===== config.mk =====
export PLATFORM = sky130hd
export DESIGN_NAME = pin_sleep_hold_ctrl
export DESIGN_NICKNAME = d
export VERILOG_FILES = /design/src/rtl/pshc_pkg.sv /design/src/rtl/pshc_regs.sv /design/src/rtl/pshc_seq.sv /design/src/rtl/pshc_pin_mux.sv /design/src/rtl/pin_sleep_hold_ctrl.sv
export SDC_FILE = /design/constraint.sdc
export NUM_CORES = 1
export LEC_CHECK = 0
export BUFFER_PORTS_ARGS = -buffer_cell sky130_fd_sc_hd__buf_2
export CAP_MARGIN = 15
export CORE_MARGIN = 2
export CORE_UTILIZATION = 47
export CTS_CLUSTER_SIZE = 40
export DETAILED_ROUTE_END_ITERATION = 6
export PLACE_DENSITY = 0.84
export SYNTH_ARGS = -nofsm -noshare
export SYNTH_HDL_FRONTEND = slang
export SYNTH_HIERARCHICAL = 1
export SYNTH_SLANG_ARGS = --single-unit
export TNS_END_PERCENT = 30

===== constraint.sdc =====
create_clock -name clk -period 1.3 [get_ports clk]
set_input_delay 0.13 -clock clk [delete_from_list [all_inputs] [get_ports clk]]
set_output_delay 0.13 -clock clk [all_outputs]
set_load 0.05 [all_outputs]

===== src/rtl/pshc_pkg.sv =====
// Package: shared state type and register addresses for the pin sleep-hold
// controller. Assumes a 2-bit register address space.
package pshc_pkg;
    typedef enum logic [1:0] {
        PS_RUN   = 2'd0,
        PS_SLEEP = 2'd1,
        PS_HOLD  = 2'd2
    } pshc_state_t;

    localparam int REG_NDIR = 0;
    localparam int REG_SDIR = 1;
    localparam int REG_HOLD = 2;
endpackage


===== src/rtl/pshc_regs.sv =====
// Module: software-visible direction registers and read mux.
// The normal register clears on hard reset, soft reset and the sleep reset.
// The sleep register clears (to all ones) on hard reset only.
// Assumes addr/wdata are stable across the single-cycle write strobe.
module pshc_regs #(
    parameter int NUM_PINS = 22,
    parameter int ADDR_W   = 2
) (
    input  logic                clk,
    input  logic                rst_n,
    input  logic                soft_rst_n,
    input  logic                sleep_rst,
    input  logic                wr_en,
    input  logic [ADDR_W-1:0]   addr,
    input  logic [NUM_PINS-1:0] wdata,
    input  logic                hold_flag,
    output logic [NUM_PINS-1:0] ndir_q,
    output logic [NUM_PINS-1:0] sdir_q,
    output logic [NUM_PINS-1:0] rdata,
    output logic                hold_clr
);
    import pshc_pkg::*;

    logic sel_ndir, sel_sdir, sel_hold;

    // Address decode for the three registers.
    always_comb begin
        sel_ndir = (addr == ADDR_W'(REG_NDIR));
        sel_sdir = (addr == ADDR_W'(REG_SDIR));
        sel_hold = (addr == ADDR_W'(REG_HOLD));
    end

    // Write-one-to-clear request for the hold flag.
    assign hold_clr = wr_en && sel_hold && wdata[0];

    // Normal direction register: cleared by any of the three resets.
    always_ff @(posedge clk) begin
        if (!rst_n || !soft_rst_n || sleep_rst)
            ndir_q <= '0;
        else if (wr_en && sel_ndir)
            ndir_q <= wdata;
    end

    // Sleep direction register: only the hard reset restores it.
    always_ff @(posedge clk) begin
        if (!rst_n)
            sdir_q <= '1;
        else if (wr_en && sel_sdir)
            sdir_q <= wdata;
    end

    // Combinational read mux; unused bits and addresses read zero.
    always_comb begin
        rdata = '0;
        if (sel_ndir)      rdata = ndir_q;
        else if (sel_sdir) rdata = sdir_q;
        else if (sel_hold) rdata[0] = hold_flag;
    end
endmodule


===== src/rtl/pshc_seq.sv =====
// Module: sleep sequencer. Tracks run/sleep/hold and latches the sleep
// direction value on sleep entry. Assumes sleep_req is synchronous to clk.
module pshc_seq #(
    parameter int NUM_PINS = 22
) (
    input  logic                clk,
    input  logic                rst_n,
    input  logic                sleep_req,
    input  logic                hold_clr,
    input  logic [NUM_PINS-1:0] sdir_q,
    output logic [NUM_PINS-1:0] latch_q,
    output logic                in_sleep,
    output logic                sleep_ctl,
    output logic                hold_flag
);
    import pshc_pkg::*;

    pshc_state_t state_q, state_d;
    logic        do_latch;

    // Next-state selection; a sleep request outranks a hold clear.
    always_comb begin
        state_d  = state_q;
        do_latch = 1'b0;
        if (sleep_req) begin
            state_d  = PS_SLEEP;
            do_latch = (state_q != PS_SLEEP);
        end else if (state_q == PS_SLEEP) begin
            state_d = PS_HOLD;
        end else if (state_q == PS_HOLD && hold_clr) begin
            state_d = PS_RUN;
        end
    end

    // State register.
    always_ff @(posedge clk) begin
        if (!rst_n) state_q <= PS_RUN;
        else        state_q <= state_d;
    end

    // Sleep direction latch, captured once per sleep entry.
    always_ff @(posedge clk) begin
        if (!rst_n)        latch_q <= '1;
        else if (do_latch) latch_q <= sdir_q;
    end

    // Decoded status outputs.
    always_comb begin
        in_sleep  = (state_q == PS_SLEEP);
        hold_flag = (state_q == PS_HOLD);
        sleep_ctl = (state_q != PS_RUN);
    end
endmodule


===== src/rtl/pshc_pin_mux.sv =====
// Module: per-pin selection between normal and sleep control.
// Assumes oe is active high; sleep control drives 0 on every driving pin.
module pshc_pin_mux #(
    parameter int NUM_PINS = 22
) (
    input  logic                sleep_ctl,
    input  logic [NUM_PINS-1:0] latch_q,
    input  logic [NUM_PINS-1:0] ndir_q,
    input  logic [NUM_PINS-1:0] periph_dout,
    output logic [NUM_PINS-1:0] pin_oe,
    output logic [NUM_PINS-1:0] pin_out
);
    // One selector per pin.
    for (genvar i = 0; i < NUM_PINS; i++) begin : g_pin
        assign pin_oe[i]  = sleep_ctl ? ~latch_q[i] : ndir_q[i];
        assign pin_out[i] = sleep_ctl ? 1'b0 : (periph_dout[i] & ndir_q[i]);
    end
endmodule


===== src/rtl/pin_sleep_hold_ctrl.sv =====
// Module: top of the peripheral pin sleep-hold controller.
// It wires the registers, the sleep sequencer and the pin selectors.
// The sleep reset to the normal direction register is active while the
// request is high or the block is asleep.
module pin_sleep_hold_ctrl #(
    parameter int NUM_PINS = 22,
    parameter int ADDR_W   = 2
) (
    input  logic                clk,
    input  logic                rst_n,
    input  logic                soft_rst_n,
    input  logic                sleep_req,
    input  logic                wr_en,
    input  logic [ADDR_W-1:0]   addr,
    input  logic [NUM_PINS-1:0] wdata,
    output logic [NUM_PINS-1:0] rdata,
    input  logic [NUM_PINS-1:0] periph_dout,
    output logic [NUM_PINS-1:0] pin_oe,
    output logic [NUM_PINS-1:0] pin_out,
    output logic                hold_flag
);
    logic [NUM_PINS-1:0] ndir_q, sdir_q, latch_q;
    logic                hold_clr, in_sleep, sleep_ctl, sleep_rst;

    // Sleep reset seen by the normal direction register.
    assign sleep_rst = sleep_req | in_sleep;

    pshc_regs #(.NUM_PINS(NUM_PINS), .ADDR_W(ADDR_W)) regs_i (
        .clk(clk), .rst_n(rst_n), .soft_rst_n(soft_rst_n),
        .sleep_rst(sleep_rst), .wr_en(wr_en), .addr(addr), .wdata(wdata),
        .hold_flag(hold_flag), .ndir_q(ndir_q), .sdir_q(sdir_q),
        .rdata(rdata), .hold_clr(hold_clr)
    );

    pshc_seq #(.NUM_PINS(NUM_PINS)) seq_i (
        .clk(clk), .rst_n(rst_n), .sleep_req(sleep_req),
        .hold_clr(hold_clr), .sdir_q(sdir_q), .latch_q(latch_q),
        .in_sleep(in_sleep), .sleep_ctl(sleep_ctl), .hold_flag(hold_flag)
    );

    pshc_pin_mux #(.NUM_PINS(NUM_PINS)) mux_i (
        .sleep_ctl(sleep_ctl), .latch_q(latch_q), .ndir_q(ndir_q),
        .periph_dout(periph_dout), .pin_oe(pin_oe), .pin_out(pin_out)
    );
endmodule


==> summary.log, run 1 <==
INFO  worst_hold_path worst_hold_startpoint=wdata[3]
INFO  clock_tree     cts_hold_repair.buffers=0
INFO  die            num_io_pins=118
INFO  global_routing antenna_found_initial=1
INFO  clock_tree     insertion_delay=350ps
INFO  synth          dominantRegCellSynth=sky130_fd_sc_hd__dfxtp_1
INFO  synth          yosys_warnings=6
INFO  clock_tree     cts.reportedPaths.clkPinSlew=70ps
INFO  synth          yosysSeqAreaShare=0.334
INFO  placed_design  pre_cts_slack=-93.2ps
INFO  timing         worst_clock_skew=8.53ps
INFO  timing         minimum_period_implied_by_the_final_worst_setup_slack=1680ps
INFO  worst_setup_path launch_instance_of_the_worst_register_to_register_path=seq_i/state_q[1]$_SDFFE_PP0P_
INFO  die            chipHeight=97.1um
INFO  drt            routed_via_density=5.73
INFO  pwr            vdd_ir_drop_max=494uV
INFO  drt            met3WireLength=862um
INFO  placed_design  dp.final_hpwl=7730um
INFO  synth          syn-cell-area=0.00407sqmm
INFO  drt            drt-initial-drc-count=271
INFO  worst_setup_path cp_slowest_stage_delay=340ps
INFO  finish         multi_input_gate_area=0.00261sqmm
INFO  global_routing via_count_of_the_first_global_routing_pass=3742
INFO  finish         layout.cells.non_filler=653
INFO  finish         final_layout_size_suffix_gt1_frac=0.409
INFO  worst_setup_path timing.critical_path.arrival=1550ps
INFO  drt            vias=3739
INFO  worst_setup_path critical_path.reg2reg.endpoint=regs_i/ndir_q[4]$_SDFFE_PP0P_
INFO  synth          post_synth_num_cell_types=32
INFO  die            die_area=0.00942sqmm
INFO  worst_setup_path critPathKind=flop to output port
INFO  global_routing pin_count_of_the_biggest_net_entering_global_routing=91
INFO  run            cap_violations=0
INFO  timing         final_max_tran_viols=0
INFO  worst_setup_path critical_path.slowest_cell=sky130_fd_sc_hd__dfxtp_2
INFO  worst_hold_path hold_path_depth=3
INFO  timing         grt_setup_unrepaired=true
INFO  synth          synthDominantCellAreaShare=0.334
INFO  synth          post_synthesis_cell_type_with_the_largest_combined_area=sky130_fd_sc_hd__dfxtp_1
INFO  finish         fillers=568
INFO  worst_setup_path critical_path.n_buffers_inverters=2
INFO  synth          ys_ff_latch=68
INFO  clock_tree     tritoncts=yes
INFO  synth          ys_async_sr_fraction=0
INFO  timing         setup_ws=-379ps
INFO  finish         syn_to_final_growth=42.1%
INFO  clock_tree     post-cts-setup-buffer-count=0
INFO  timing         hold_violations=0
INFO  pwr            power.density_cell_area=927mW/mm^2
INFO  die            floorplan.initialDensity=0.491
INFO  die            coreArea=0.00830sqmm
INFO  placed_design  gp_congestion=0.855
INFO  synth          syn_area_per_cell=9.30squm
INFO  synth          postSynthNetCount=489
INFO  timing         worst_pin_slew=357ps
INFO  worst_setup_path cp_cell_sequence=or2_4 > buf_12 > mux2i_4 > buf_6
INFO  die            dieWidth=97.1um
INFO  drt            wl_met2=5660um
INFO  pwr            power_leakage=2.43nW
INFO  global_routing grt_first_pass_wirelength=19000um
INFO  synth          synth_top_cells_by_area=sky130_fd_sc_hd__dfxtp_1 (33%), sky130_fd_sc_hd__mux2i_1 (16%), sky130_fd_sc_hd__nand4b_1 (14%)
INFO  worst_setup_path r2r_cells=6
INFO  worst_hold_path hold_path_class=input pin to flop
INFO  run_status     violations=setup timing
INFO  timing         timing.final.setup_violations=59
INFO  worst_setup_path startpoint_type=flop
INFO  timing         timing.hold.ws=78.5ps
INFO  die            core.rowCount=33
INFO  finish         layout.area.seq=0.00138sqmm
INFO  placed_design  dp.cells=637
INFO  worst_setup_path regToRegSetupSlack=-120ps
INFO  timing         layout_worst_path_cycle_share=1.29
INFO  placed_design  port_buffers=117
INFO  run_status     outcome=finished, violations left
INFO  global_routing grt.total_usage=0.246
INFO  worst_setup_path cp_top_family=buffers and inverters
INFO  drt            avgRoutedWirePerCell=18.0um
INFO  clock_tree     cts_made_buffers=9
INFO  worst_hold_path hold_path_end=regs_i/ndir_q[3]$_SDFFE_PP0P_
INFO  timing         timing.setup.tns=-15760ps
INFO  worst_setup_path worst_ep_required_time=1170ps
INFO  synth          synth_enable_flop_cells=0
INFO  worst_setup_path setup.worst_path.end_class=output port
INFO  drt            antenna_left=0
INFO  drt            m1WireLength=5030um
INFO  timing         max-slew-margin-rel=0.762
INFO  clock_tree     cts_root_buffer=sky130_fd_sc_hd__clkbuf_8
INFO  clock_tree     cts_max_path_buffers=2
INFO  timing         clock.fmax=595MHz
INFO  clock_tree     cts_num_sinks=68
INFO  drt            wl=11700um
INFO  clock_tree     ctsHtreeMaxLevel=3
INFO  global_routing overflow=0
INFO  drt            top_layer=met5
INFO  drt            remaining_drc_errors=0
INFO  worst_setup_path crit_path_max_fanout=19
INFO  finish         num-nets-final=594
INFO  drt            drt-pass1-iter-count=5
INFO  finish         insertedDiodeCount=0
INFO  synth          post_synth_inst_count=438
-- repair_timing --
action / 4_1_cts / 5_1_grt
pin swaps: 1 / 0
gates resized for setup: 124 / 34
setup endpoints to repair: 91 / 102
-- synthesized netlist by cell type, types with 2 or more instances --
| library cell | instances |
|---|---|
| sky130_fd_sc_hd__nor2_1 | 24 |
| sky130_fd_sc_hd__buf_6 | 8 |
| sky130_fd_sc_hd__a21o_1 | 20 |
| sky130_fd_sc_hd__buf_8 | 3 |
| sky130_fd_sc_hd__o21ai_0 | 22 |
| sky130_fd_sc_hd__a21oi_1 | 2 |
| sky130_fd_sc_hd__a21o_2 | 2 |
| sky130_fd_sc_hd__buf_2 | 14 |
| sky130_fd_sc_hd__clkbuf_1 | 15 |
| sky130_fd_sc_hd__buf_1 | 2 |
| sky130_fd_sc_hd__o211ai_1 | 22 |
| sky130_fd_sc_hd__mux2i_1 | 65 |
| sky130_fd_sc_hd__nand2_1 | 24 |
| sky130_fd_sc_hd__dfxtp_1 | 68 |
| sky130_fd_sc_hd__nor3b_2 | 20 |
| sky130_fd_sc_hd__nand4b_1 | 66 |
| sky130_fd_sc_hd__inv_1 | 44 |
| sky130_fd_sc_hd__buf_4 | 3 |
-- cells in the final DEF, fill, tap and decap left out, types with 2 or more instances in the layout --
cell type,count
sky130_fd_sc_hd__a21o_1,20
sky130_fd_sc_hd__a21o_2,2
sky130_fd_sc_hd__a21oi_1,2
sky130_fd_sc_hd__buf_12,9
sky130_fd_sc_hd__buf_2,50
sky130_fd_sc_hd__buf_4,14
sky130_fd_sc_hd__buf_6,65
sky130_fd_sc_hd__clkbuf_8,11
sky130_fd_sc_hd__clkinv_2,2
sky130_fd_sc_hd__dfxtp_1,53
sky130_fd_sc_hd__dfxtp_2,14
sky130_fd_sc_hd__inv_1,44
sky130_fd_sc_hd__mux2i_1,44
sky130_fd_sc_hd__mux2i_2,4
sky130_fd_sc_hd__mux2i_4,17
sky130_fd_sc_hd__nand2_1,24
sky130_fd_sc_hd__nand4b_1,66
sky130_fd_sc_hd__nor2_1,20
sky130_fd_sc_hd__nor2_2,3
sky130_fd_sc_hd__nor3b_4,21
sky130_fd_sc_hd__o211ai_1,22
sky130_fd_sc_hd__o21ai_0,18
sky130_fd_sc_hd__o21ai_1,5
sky130_fd_sc_hd__or2_4,2
-- per-stage QoR --
stage | cell area, sq um | utilization | total power [mW]
global placement | 5120 | 0.617 | 3.47
CTS | 5710 | 0.687 | 5.33
detailed placement | 5120 | 0.617 | 3.50
global route | 5790 | 0.697 | 5.55
finish | 5790 | 0.697 | 5.36
floorplan | 4470 | - | 3.22
-- area by class of cell --
cell class,count,area share
Multi-Input combinational cell,280,0.452
Sequential cell,68,0.239
Timing Repair Buffer,140,0.223
Inverter,44,0.0285
Clock buffer,12,0.0268
Tap cell,105,0.0227
Clock inverter,4,0.00822
-- how the worst max path moves through the flow --
| stage | start | end | slack [ps] | cells after the start |
|---|---|---|---|---|
| floorplan | seq_i/state_q[0]$_SDFFE_PN0P_ | pin_out[19] | -190 | 4 |
| global placement | seq_i/state_q[0]$_SDFFE_PN0P_ | pin_oe[17] | -70 | 4 |
| detailed placement | seq_i/state_q[0]$_SDFFE_PN0P_ | pin_oe[21] | -90 | 4 |
| CTS | seq_i/state_q[0]$_SDFFE_PN0P_ | pin_oe[21] | -390 | 4 |
| global route | seq_i/state_q[0]$_SDFFE_PN0P_ | pin_oe[10] | -440 | 4 |
| finish | seq_i/state_q[0]$_SDFFE_PN0P_ | pin_oe[10] | -380 | 4 |
-- flip-flops by register name (all words and copies together), names as in the netlist --
name           cells
seq_i/state_q      2
seq_i/latch_q     22
regs_i/ndir_q     22
regs_i/sdir_q     22
-- cells by family (layout without fill, tap and decap cells) --
kind of cell,after synthesis,in the layout,synth area share
compound gates,70,70,0.115
simple gates,145,145,0.274
buf+inv,90,200,0.117
flops,68,68,0.334
mux,65,65,0.160
-- worst register-to-register path, stage by stage, from the launching register on --
cell and delay (ps):
sky130_fd_sc_hd__dfxtp_2 330, sky130_fd_sc_hd__buf_6 110, sky130_fd_sc_hd__nor2b_4 40, sky130_fd_sc_hd__or2_4 240, sky130_fd_sc_hd__buf_12 170, sky130_fd_sc_hd__nand4b_1 230, sky130_fd_sc_hd__mux2i_1 220
-- power breakdown --
part	total (mW)	leakage, nW	switching, mW	internal, mW
clock network	1.77	0.102	0.788	0.985
logic	1.32	1.77	0.762	0.560
registers	2.27	0.559	0.0920	2.17
-- layer usage --
layer  vias to the layer above  GRT usage
met2                       165      0.389
met5                         -          0
li1                       1772          -
met1                      1784      0.339
met3                        16     0.0417
met4                         2     0.0921
(Power assumes the default switching activity.)
==> run 2, diff against run 1 <==
--- a/config.mk
+++ b/config.mk
@@ -5,13 +5,13 @@
 export SDC_FILE = /design/constraint.sdc
 export NUM_CORES = 1
 export LEC_CHECK = 0
-export BUFFER_PORTS_ARGS = -buffer_cell sky130_fd_sc_hd__buf_2
+export BUFFER_PORTS_ARGS = -buffer_cell sky130_fd_sc_hd__buf_4
 export CAP_MARGIN = 15
 export CORE_MARGIN = 2
-export CORE_UTILIZATION = 47
+export CORE_UTILIZATION = 52
 export CTS_CLUSTER_SIZE = 40
 export DETAILED_ROUTE_END_ITERATION = 6
-export PLACE_DENSITY = 0.84
+export PLACE_DENSITY = 0.88
 export SYNTH_ARGS = -nofsm -noshare
 export SYNTH_HDL_FRONTEND = slang
 export SYNTH_HIERARCHICAL = 1
==> constraint.sdc (replaced) <==
create_clock -name clk -period 1.6 [get_ports clk]
set_input_delay 0.16 -clock clk [delete_from_list [all_inputs] [get_ports clk]]
set_output_delay 0.16 -clock clk [all_outputs]
set_load 0.05 [all_outputs]
==> run 2 against run 1 <==
Effect of this change:
- the run still ends with setup timing left
- cell count shrank 2.0%
- register-to-register slack gained 190 ps
- non-clock buffer count shrank 10
- sequential cell count is the same
- clock skew grew 3.5 ps
- first-iteration DRC count grew 20%
- hold slack gained 42 ps
- sequential power shrank 19%
==> summary.log, run 2 (synthesized netlist as in run 1, its figures left out) <==
INFO  run_status     outcome=finished, violations left
INFO  run_status     violations=setup timing
INFO  timing         worst_pin_slew=654ps [+297 ps]
INFO  clock_tree     tritoncts=yes
INFO  die            num_io_pins=118 [unchanged]
INFO  clock_tree     ctsHtreeMaxLevel=3 [unchanged]
INFO  finish         num-nets-final=584 [-1.7%]
INFO  timing         max-slew-margin-rel=0.564 [-0.198]
INFO  drt            drt-pass1-iter-count=5 [unchanged]
INFO  placed_design  gp_congestion=0.839 [-1.8%]
INFO  drt            routed_via_density=5.77 [+0.78%]
INFO  clock_tree     cts_root_buffer=sky130_fd_sc_hd__clkbuf_8
INFO  global_routing pin_count_of_the_biggest_net_entering_global_routing=61 [-33%]
INFO  pwr            sw_frac_of_total=0.297 [-0.00934]
INFO  die            core.rowCount=32 [-3.0%]
INFO  worst_setup_path worst_ep_required_time=1440ps [+270 ps]
INFO  timing         timing.hold.ws=121ps [+42.4 ps]
INFO  worst_setup_path cp_slowest_stage_delay=320ps [-20 ps]
INFO  pwr            netSwitchingPower=1.30mW [-21%]
INFO  worst_hold_path hold_path_class=input pin to flop
INFO  drt            avgRoutedWirePerCell=18.0um [+0.26%]
INFO  pwr            p_int=3.07mW [-17%]
INFO  clock_tree     cts_made_buffers=9 [unchanged]
INFO  pwr            power_leakage=2.34nW [-3.8%]
INFO  timing         worst_clock_skew=12.1ps [+3.54 ps]
INFO  timing         grt_setup_unrepaired=true
INFO  drt            drt-initial-drc-count=325 [+20%]
INFO  drt            vias=3693 [-1.2%]
INFO  timing         layout_worst_path_cycle_share=1.08
INFO  drt            antenna_left=0 [unchanged]
INFO  placed_design  dp.final_hpwl=7540um [-2.4%]
INFO  worst_setup_path critical_path.slowest_cell=sky130_fd_sc_hd__dfxtp_2
INFO  global_routing grt_first_pass_wirelength=18100um [-5.0%]
INFO  run            cap_violations=0 [unchanged]
INFO  finish         layout_commonest_cell=sky130_fd_sc_hd__buf_4
INFO  timing         final_max_tran_viols=0 [unchanged]
INFO  clock_tree     cts_num_sinks=68 [unchanged]
INFO  pwr            vdd_ir_drop_max=419uV [-15%]
INFO  timing         setup_ws=-122ps [+258 ps]
INFO  worst_setup_path timing.critical_path.arrival=1560ps [about the same]
INFO  clock_tree     cts_max_path_buffers=2 [unchanged]
INFO  worst_setup_path cp-startpoint=seq_i/state_q[0]$_SDFFE_PN0P_
INFO  finish         layout_common_cells=sky130_fd_sc_hd__buf_4 (80), sky130_fd_sc_hd__nand4b_1 (66), sky130_fd_sc_hd__dfxtp_1 (66)
INFO  worst_setup_path cp_cell_sequence=or2_4 > buf_12 > nor3b_4 > buf_6
INFO  worst_setup_path launch_instance_of_the_worst_register_to_register_path=seq_i/state_q[0]$_SDFFE_PN0P_
INFO  die            die_area=0.00855sqmm [-9.2%]
INFO  die            coreArea=0.00765sqmm [-7.9%]
INFO  finish         post-route-util=0.726 [+0.0288]
INFO  finish         reg.largest.list=regs_i/ndir_q x22, regs_i/sdir_q x22, seq_i/latch_q x22
INFO  placed_design  port_buffers=117 [unchanged]
INFO  global_routing via_count_of_the_first_global_routing_pass=3483 [-6.9%]
INFO  timing         clock.fmax=581MHz
INFO  drt            remaining_drc_errors=0 [unchanged]
INFO  finish         multi_input_gate_area=0.00245sqmm [-6.1%]
INFO  die            dieWidth=92.5um [-4.7%]
INFO  global_routing grt.total_usage=0.262 [+0.0160]
INFO  timing         hold_violations=0 [unchanged]
INFO  timing         timing.setup.tns=-3260ps [+12500 ps]
INFO  pwr            power.density_cell_area=787mW/mm^2 [-15%]
INFO  worst_setup_path startpoint_type=flop
INFO  pwr            p_seq_frac=0.420 [-0.003]
INFO  finish         fillers=513 [-9.7%]
INFO  timing         minimum_period_implied_by_the_final_worst_setup_slack=1720ps
INFO  finish         insertedDiodeCount=0 [unchanged]
INFO  finish         syn_to_final_growth=36.4%
INFO  finish         final_layout_size_suffix_gt1_frac=0.366 [-0.0426]
INFO  die            floorplan.initialDensity=0.532 [+0.0418]
INFO  finish         layout.area.seq=0.00136sqmm [-1.4%]
INFO  global_routing antenna_found_initial=0 [-1]
INFO  pwr            clkPwrFrac=0.347 [+0.016]
INFO  worst_hold_path worst_hold_startpoint=wdata[7]
INFO  global_routing overflow=0 [unchanged]
INFO  worst_setup_path critPathKind=flop to output port
INFO  pwr            comb_power_share=0.233 [-0.014]
INFO  worst_setup_path crit_path_max_fanout=12 [-7]
INFO  die            chipHeight=92.5um [-4.7%]
INFO  clock_tree     cts.reportedPaths.clkPinSlew=80ps [about the same]
INFO  timing         timing.final.setup_violations=42 [-29%]
INFO  clock_tree     insertion_delay=340ps [about the same]
INFO  worst_setup_path setup.worst_path.end_class=output port
INFO  drt            wl=11500um [-1.7%]
## run 2: power by group through the flow
stage	clock network, mW	registers (mW)	logic [mW]
after floorplan	0	1.85	0.698
after global placement	0	1.86	0.923
after detailed placement	0	1.87	0.945
after CTS	1.53	1.83	0.995
after global routing	1.61	1.84	1.07
final	1.52	1.83	1.02
## run 2: routing by layer
layer | GRT usage | wire length (um) | up-vias | share of wire
met5 | 0 | 0 | - | 0
met1 | 0.363 | 4970 | 1766 | 0.43
li1 | - | - | 1748 | -
met4 | 0.0721 | 152 | 0 | 0.013
met2 | 0.429 | 5660 | 163 | 0.49
met3 | 0.0374 | 733 | 16 | 0.064
## run 2: per-stage QoR
step	setup slack (ps)	cells	instance area, sq um	total power, mW
final	-122	640	5550	4.37
after global routing	-175	640	5550	4.53
after CTS	-116	640	5500	4.36
after detailed placement	103	622	5050	2.81
after global placement	202	622	5050	2.79
after floorplan	-160	438	4210	2.55
## run 2: final timing paths
check	depth (start not counted)	endpoint	slack, ps
worst max-delay path	4	pin_out[16]	-120
worst min-delay path	3	regs_i/ndir_q[7]$_SDFFE_PP0P_	120
worst max register to register	6	regs_i/ndir_q[1]$_SDFFE_PP0P_	70
worst min register to register	1	seq_i/latch_q[19]$_SDFFE_PN1P_	460
## run 2: critical path, delay by kind of cell, from the launching register on
family                 cells  cell delay [ps]
AND/OR/NAND/NOR            2              530
buffers and inverters      2              370
flip-flops                 1              320
## run 2: layout make-up
cell class	count	area share
clock inverter	6	0.0160
inverter	44	0.0297
sequential	68	0.246
clock buffer	10	0.0230
tap	102	0.0230
multi-input combinational	280	0.442
timing repair buffer	130	0.220
## run 2: repair_timing
item                                    in CTS  in global routing
gates cloned                                 1                  0
pin swaps                                    4                  3
setup buffers                                1                  0
hold buffers                                 0                  0
endpoints found under the setup margin      38                 45
gates resized for setup                     50                 13
==> run 3, diff against run 2 <==
--- a/config.mk
+++ b/config.mk
@@ -7,6 +7,7 @@
 export LEC_CHECK = 0
 export BUFFER_PORTS_ARGS = -buffer_cell sky130_fd_sc_hd__buf_4
 export CAP_MARGIN = 15
+export CORE_ASPECT_RATIO = 2
 export CORE_MARGIN = 2
 export CORE_UTILIZATION = 52
 export CTS_CLUSTER_SIZE = 40
==> run 3 against run 2 <==
Effect of this change:
- the run still ends with setup timing left
- cell count up 0.94%
- first-iteration DRC count rose by 6.2%
- critical path depth did not move
- via count up 7.5%
- wire length rose by 13%
- global-route usage is 3.7 points higher
- hold slack gained 18 ps
- count of clock-buffer cells in the layout up 3
- core utilization is 4.4 points higher
- total power increased by 9.3%
- sequential share of layout area down 1.2 points
- largest power group unchanged
- highest routed layer unchanged
==> summary.log, run 3 (synthesized netlist as in run 1, its figures left out) <==
INFO  worst_setup_path cp_cell_sequence=or2_4 > buf_12 > mux2i_1 > buf_4
INFO  pwr            power_leakage=2.49nW [+6.4%]
INFO  timing         worst_pin_slew=487ps [-167 ps]
INFO  drt            wl=13000um [+13%]
INFO  timing         final_max_tran_viols=0 [unchanged]
INFO  drt            drt-initial-drc-count=345 [+6.2%]
INFO  clock_tree     cts_hold_repair.buffers=0 [unchanged]
INFO  die            core.rowCount=45 [+41%]
INFO  run            cap_violations=0 [unchanged]
INFO  timing         setup_ws=-115ps [+6.69 ps]
INFO  pwr            power.density_cell_area=816mW/mm^2 [+3.7%]
INFO  worst_setup_path cp_top_family=buffers and inverters
INFO  run_status     violations=setup timing
INFO  finish         final_layout_size_suffix_gt1_frac=0.382 [+0.0161]
INFO  timing         hold_violations=0 [unchanged]
INFO  global_routing antenna_found_initial=0 [unchanged]
INFO  global_routing pin_count_of_the_biggest_net_entering_global_routing=45 [-26%]
INFO  pwr            vdd_ir_drop_max=921uV [+120%]
INFO  placed_design  gp_congestion=0.806 [-3.9%]
INFO  timing         worst_clock_skew=5.52ps [-6.54 ps]
INFO  placed_design  detailed_place.area=0.00515sqmm [+1.9%]
INFO  run_status     outcome=finished, violations left
INFO  die            die_area=0.00860sqmm [+0.50%]
INFO  clock_tree     cts_made_buffers=9 [unchanged]
INFO  placed_design  pre_cts_slack=123ps [+20.5 ps]
INFO  finish         post-route-util=0.770 [+0.0436]
INFO  placed_design  port_buffers=117 [unchanged]
INFO  finish         layout_common_cells=sky130_fd_sc_hd__buf_4 (86), sky130_fd_sc_hd__nand4b_1 (66), sky130_fd_sc_hd__dfxtp_1 (66)
INFO  die            num_io_pins=118 [unchanged]
INFO  clock_tree     cts_root_buffer=sky130_fd_sc_hd__clkbuf_16
INFO  drt            routed_via_density=6.14 [+6.5%]
INFO  timing         grt_setup_unrepaired=true
INFO  finish         layout.cells.non_filler=646 [+0.94%]
INFO  clock_tree     cts.reportedPaths.clkPinSlew=50ps [-30 ps]
INFO  worst_setup_path critPathKind=flop to output port
INFO  global_routing grt_first_pass_wirelength=19800um [+9.6%]
INFO  die            chipHeight=129um [+40%]
INFO  timing         clock.fmax=583MHz [+0.39%]
INFO  clock_tree     cts_num_sinks=68 [unchanged]
INFO  timing         timing.final.setup_violations=42 [unchanged]
INFO  global_routing via_count_of_the_first_global_routing_pass=4110 [+18%]
INFO  worst_setup_path timing.critical_path.arrival=1550ps [about the same]
INFO  die            dieWidth=66.6um [-28%]
INFO  pwr            design_power_total=4.77mW [+9.3%]
INFO  clock_tree     insertion_delay=330ps [about the same]
INFO  placed_design  dp.final_hpwl=7790um [+3.2%]
INFO  die            floorplan.initialDensity=0.536 [+0.00324]
INFO  placed_design  dp.cells=623 [+0.16%]
INFO  worst_setup_path setup.worst_path.end_class=output port
INFO  finish         syn_to_final_growth=43.7%
INFO  clock_tree     cts_max_path_buffers=2 [unchanged]
INFO  finish         reg.largest.list=regs_i/ndir_q x22, regs_i/sdir_q x22, seq_i/latch_q x22
INFO  drt            antenna_left=0 [unchanged]
INFO  drt            drt-pass1-iter-count=5 [unchanged]
INFO  clock_tree     ctsHtreeMaxLevel=3 [unchanged]
INFO  die            coreArea=0.00760sqmm [-0.61%]
INFO  timing         layout_worst_path_cycle_share=1.07 [-0.00418]
INFO  global_routing overflow=0 [unchanged]
INFO  clock_tree     tritoncts=yes
INFO  worst_setup_path critical_path.slowest_cell=sky130_fd_sc_hd__dfxtp_4
INFO  finish         num-nets-final=599 [+2.6%]
INFO  drt            remaining_drc_errors=0 [unchanged]
INFO  worst_setup_path crit_path_max_fanout=7 [-5]
INFO  finish         final_design_area_no_fill=0.00585sqmm [+5.4%]
INFO  global_routing grt.total_usage=0.300 [+0.0374]
INFO  finish         insertedDiodeCount=0 [unchanged]
INFO  finish         layout_commonest_cell=sky130_fd_sc_hd__buf_4
INFO  drt            avgRoutedWirePerCell=20.1um [+12%]
INFO  worst_setup_path worst_ep_required_time=1440ps [about the same]
INFO  timing         max-slew-margin-rel=0.675 [+0.111]
INFO  drt            vias=3969 [+7.5%]
INFO  worst_setup_path startpoint_type=flop
INFO  worst_hold_path hold_path_class=input pin to flop
INFO  worst_setup_path critical_path.n_buffers_inverters=2 [unchanged]
INFO  timing         minimum_period_implied_by_the_final_worst_setup_slack=1710ps [-6.69 ps]
INFO  worst_setup_path cp_slowest_stage_delay=350ps [+30 ps]
run 3: cell type report:
| type | instances | area (sq um) |
|---|---|---|
| multi-input cells | 281 | 2530 |
| fillers | 454 | 1750 |
| repair buffers | 144 | 1400 |
| flip-flops and latches | 68 | 1370 |
| clock buffers | 13 | 260 |
| inverters | 44 | 165 |
| well taps | 94 | 118 |
| clock inverters | 2 | 10.0 |
run 3: path summary, 6_finish.rpt:
path	start	endpoint	slack [ps]	cells past startpoint
max	seq_i/state_q[0]$_SDFFE_PN0P_	pin_oe[0]	-110	4
min	wdata[10]	regs_i/ndir_q[10]$_SDFFE_PP0P_	140	3
max reg2reg	seq_i/state_q[0]$_SDFFE_PN0P_	regs_i/ndir_q[4]$_SDFFE_PP0P_	40	6
min reg2reg	seq_i/latch_q[19]$_SDFFE_PN1P_	seq_i/latch_q[19]$_SDFFE_PN1P_	460	1
run 3: per-stage QoR:
step           setup TNS [ps]  hold WS, ps
3_3_place_gp                0          433
5_1_grt                 -4500          135
3_5_place_dp                0          444
4_1_cts                 -2870          128
6_report                -3310          139
2_1_floorplan           -4560          315
run 3: metal layers:
layer / track usage / wire length (um) / vias to the layer above
met4: 0.158 / 412 / 0
met1: 0.323 / 4490 / 1926
li1: - / - / 1773
met5: 0 / 0 / -
met2: 0.535 / 7230 / 229
met3: 0.0599 / 835 / 41
run 3: repair_timing:
| item | CTS | global route |
|---|---|---|
| cloned | 3 | 0 |
| setup buffers | 4 | 1 |
| setup endpoints to repair | 44 | 47 |
| gates resized for setup | 55 | 24 |
| pin swaps | 15 | 5 |
run 3: where the power goes:
part	leakage (nW)	switching [mW]	internal (mW)	total, mW
combinational	1.80	0.640	0.486	1.13
clock	0.135	0.689	1.12	1.81
sequential	0.558	0.0688	1.77	1.84
run 3: worst min-delay path: stages:
cell	delay, ps
sky130_fd_sc_hd__buf_4	110
sky130_fd_sc_hd__nand4b_1	80
sky130_fd_sc_hd__mux2i_1	60
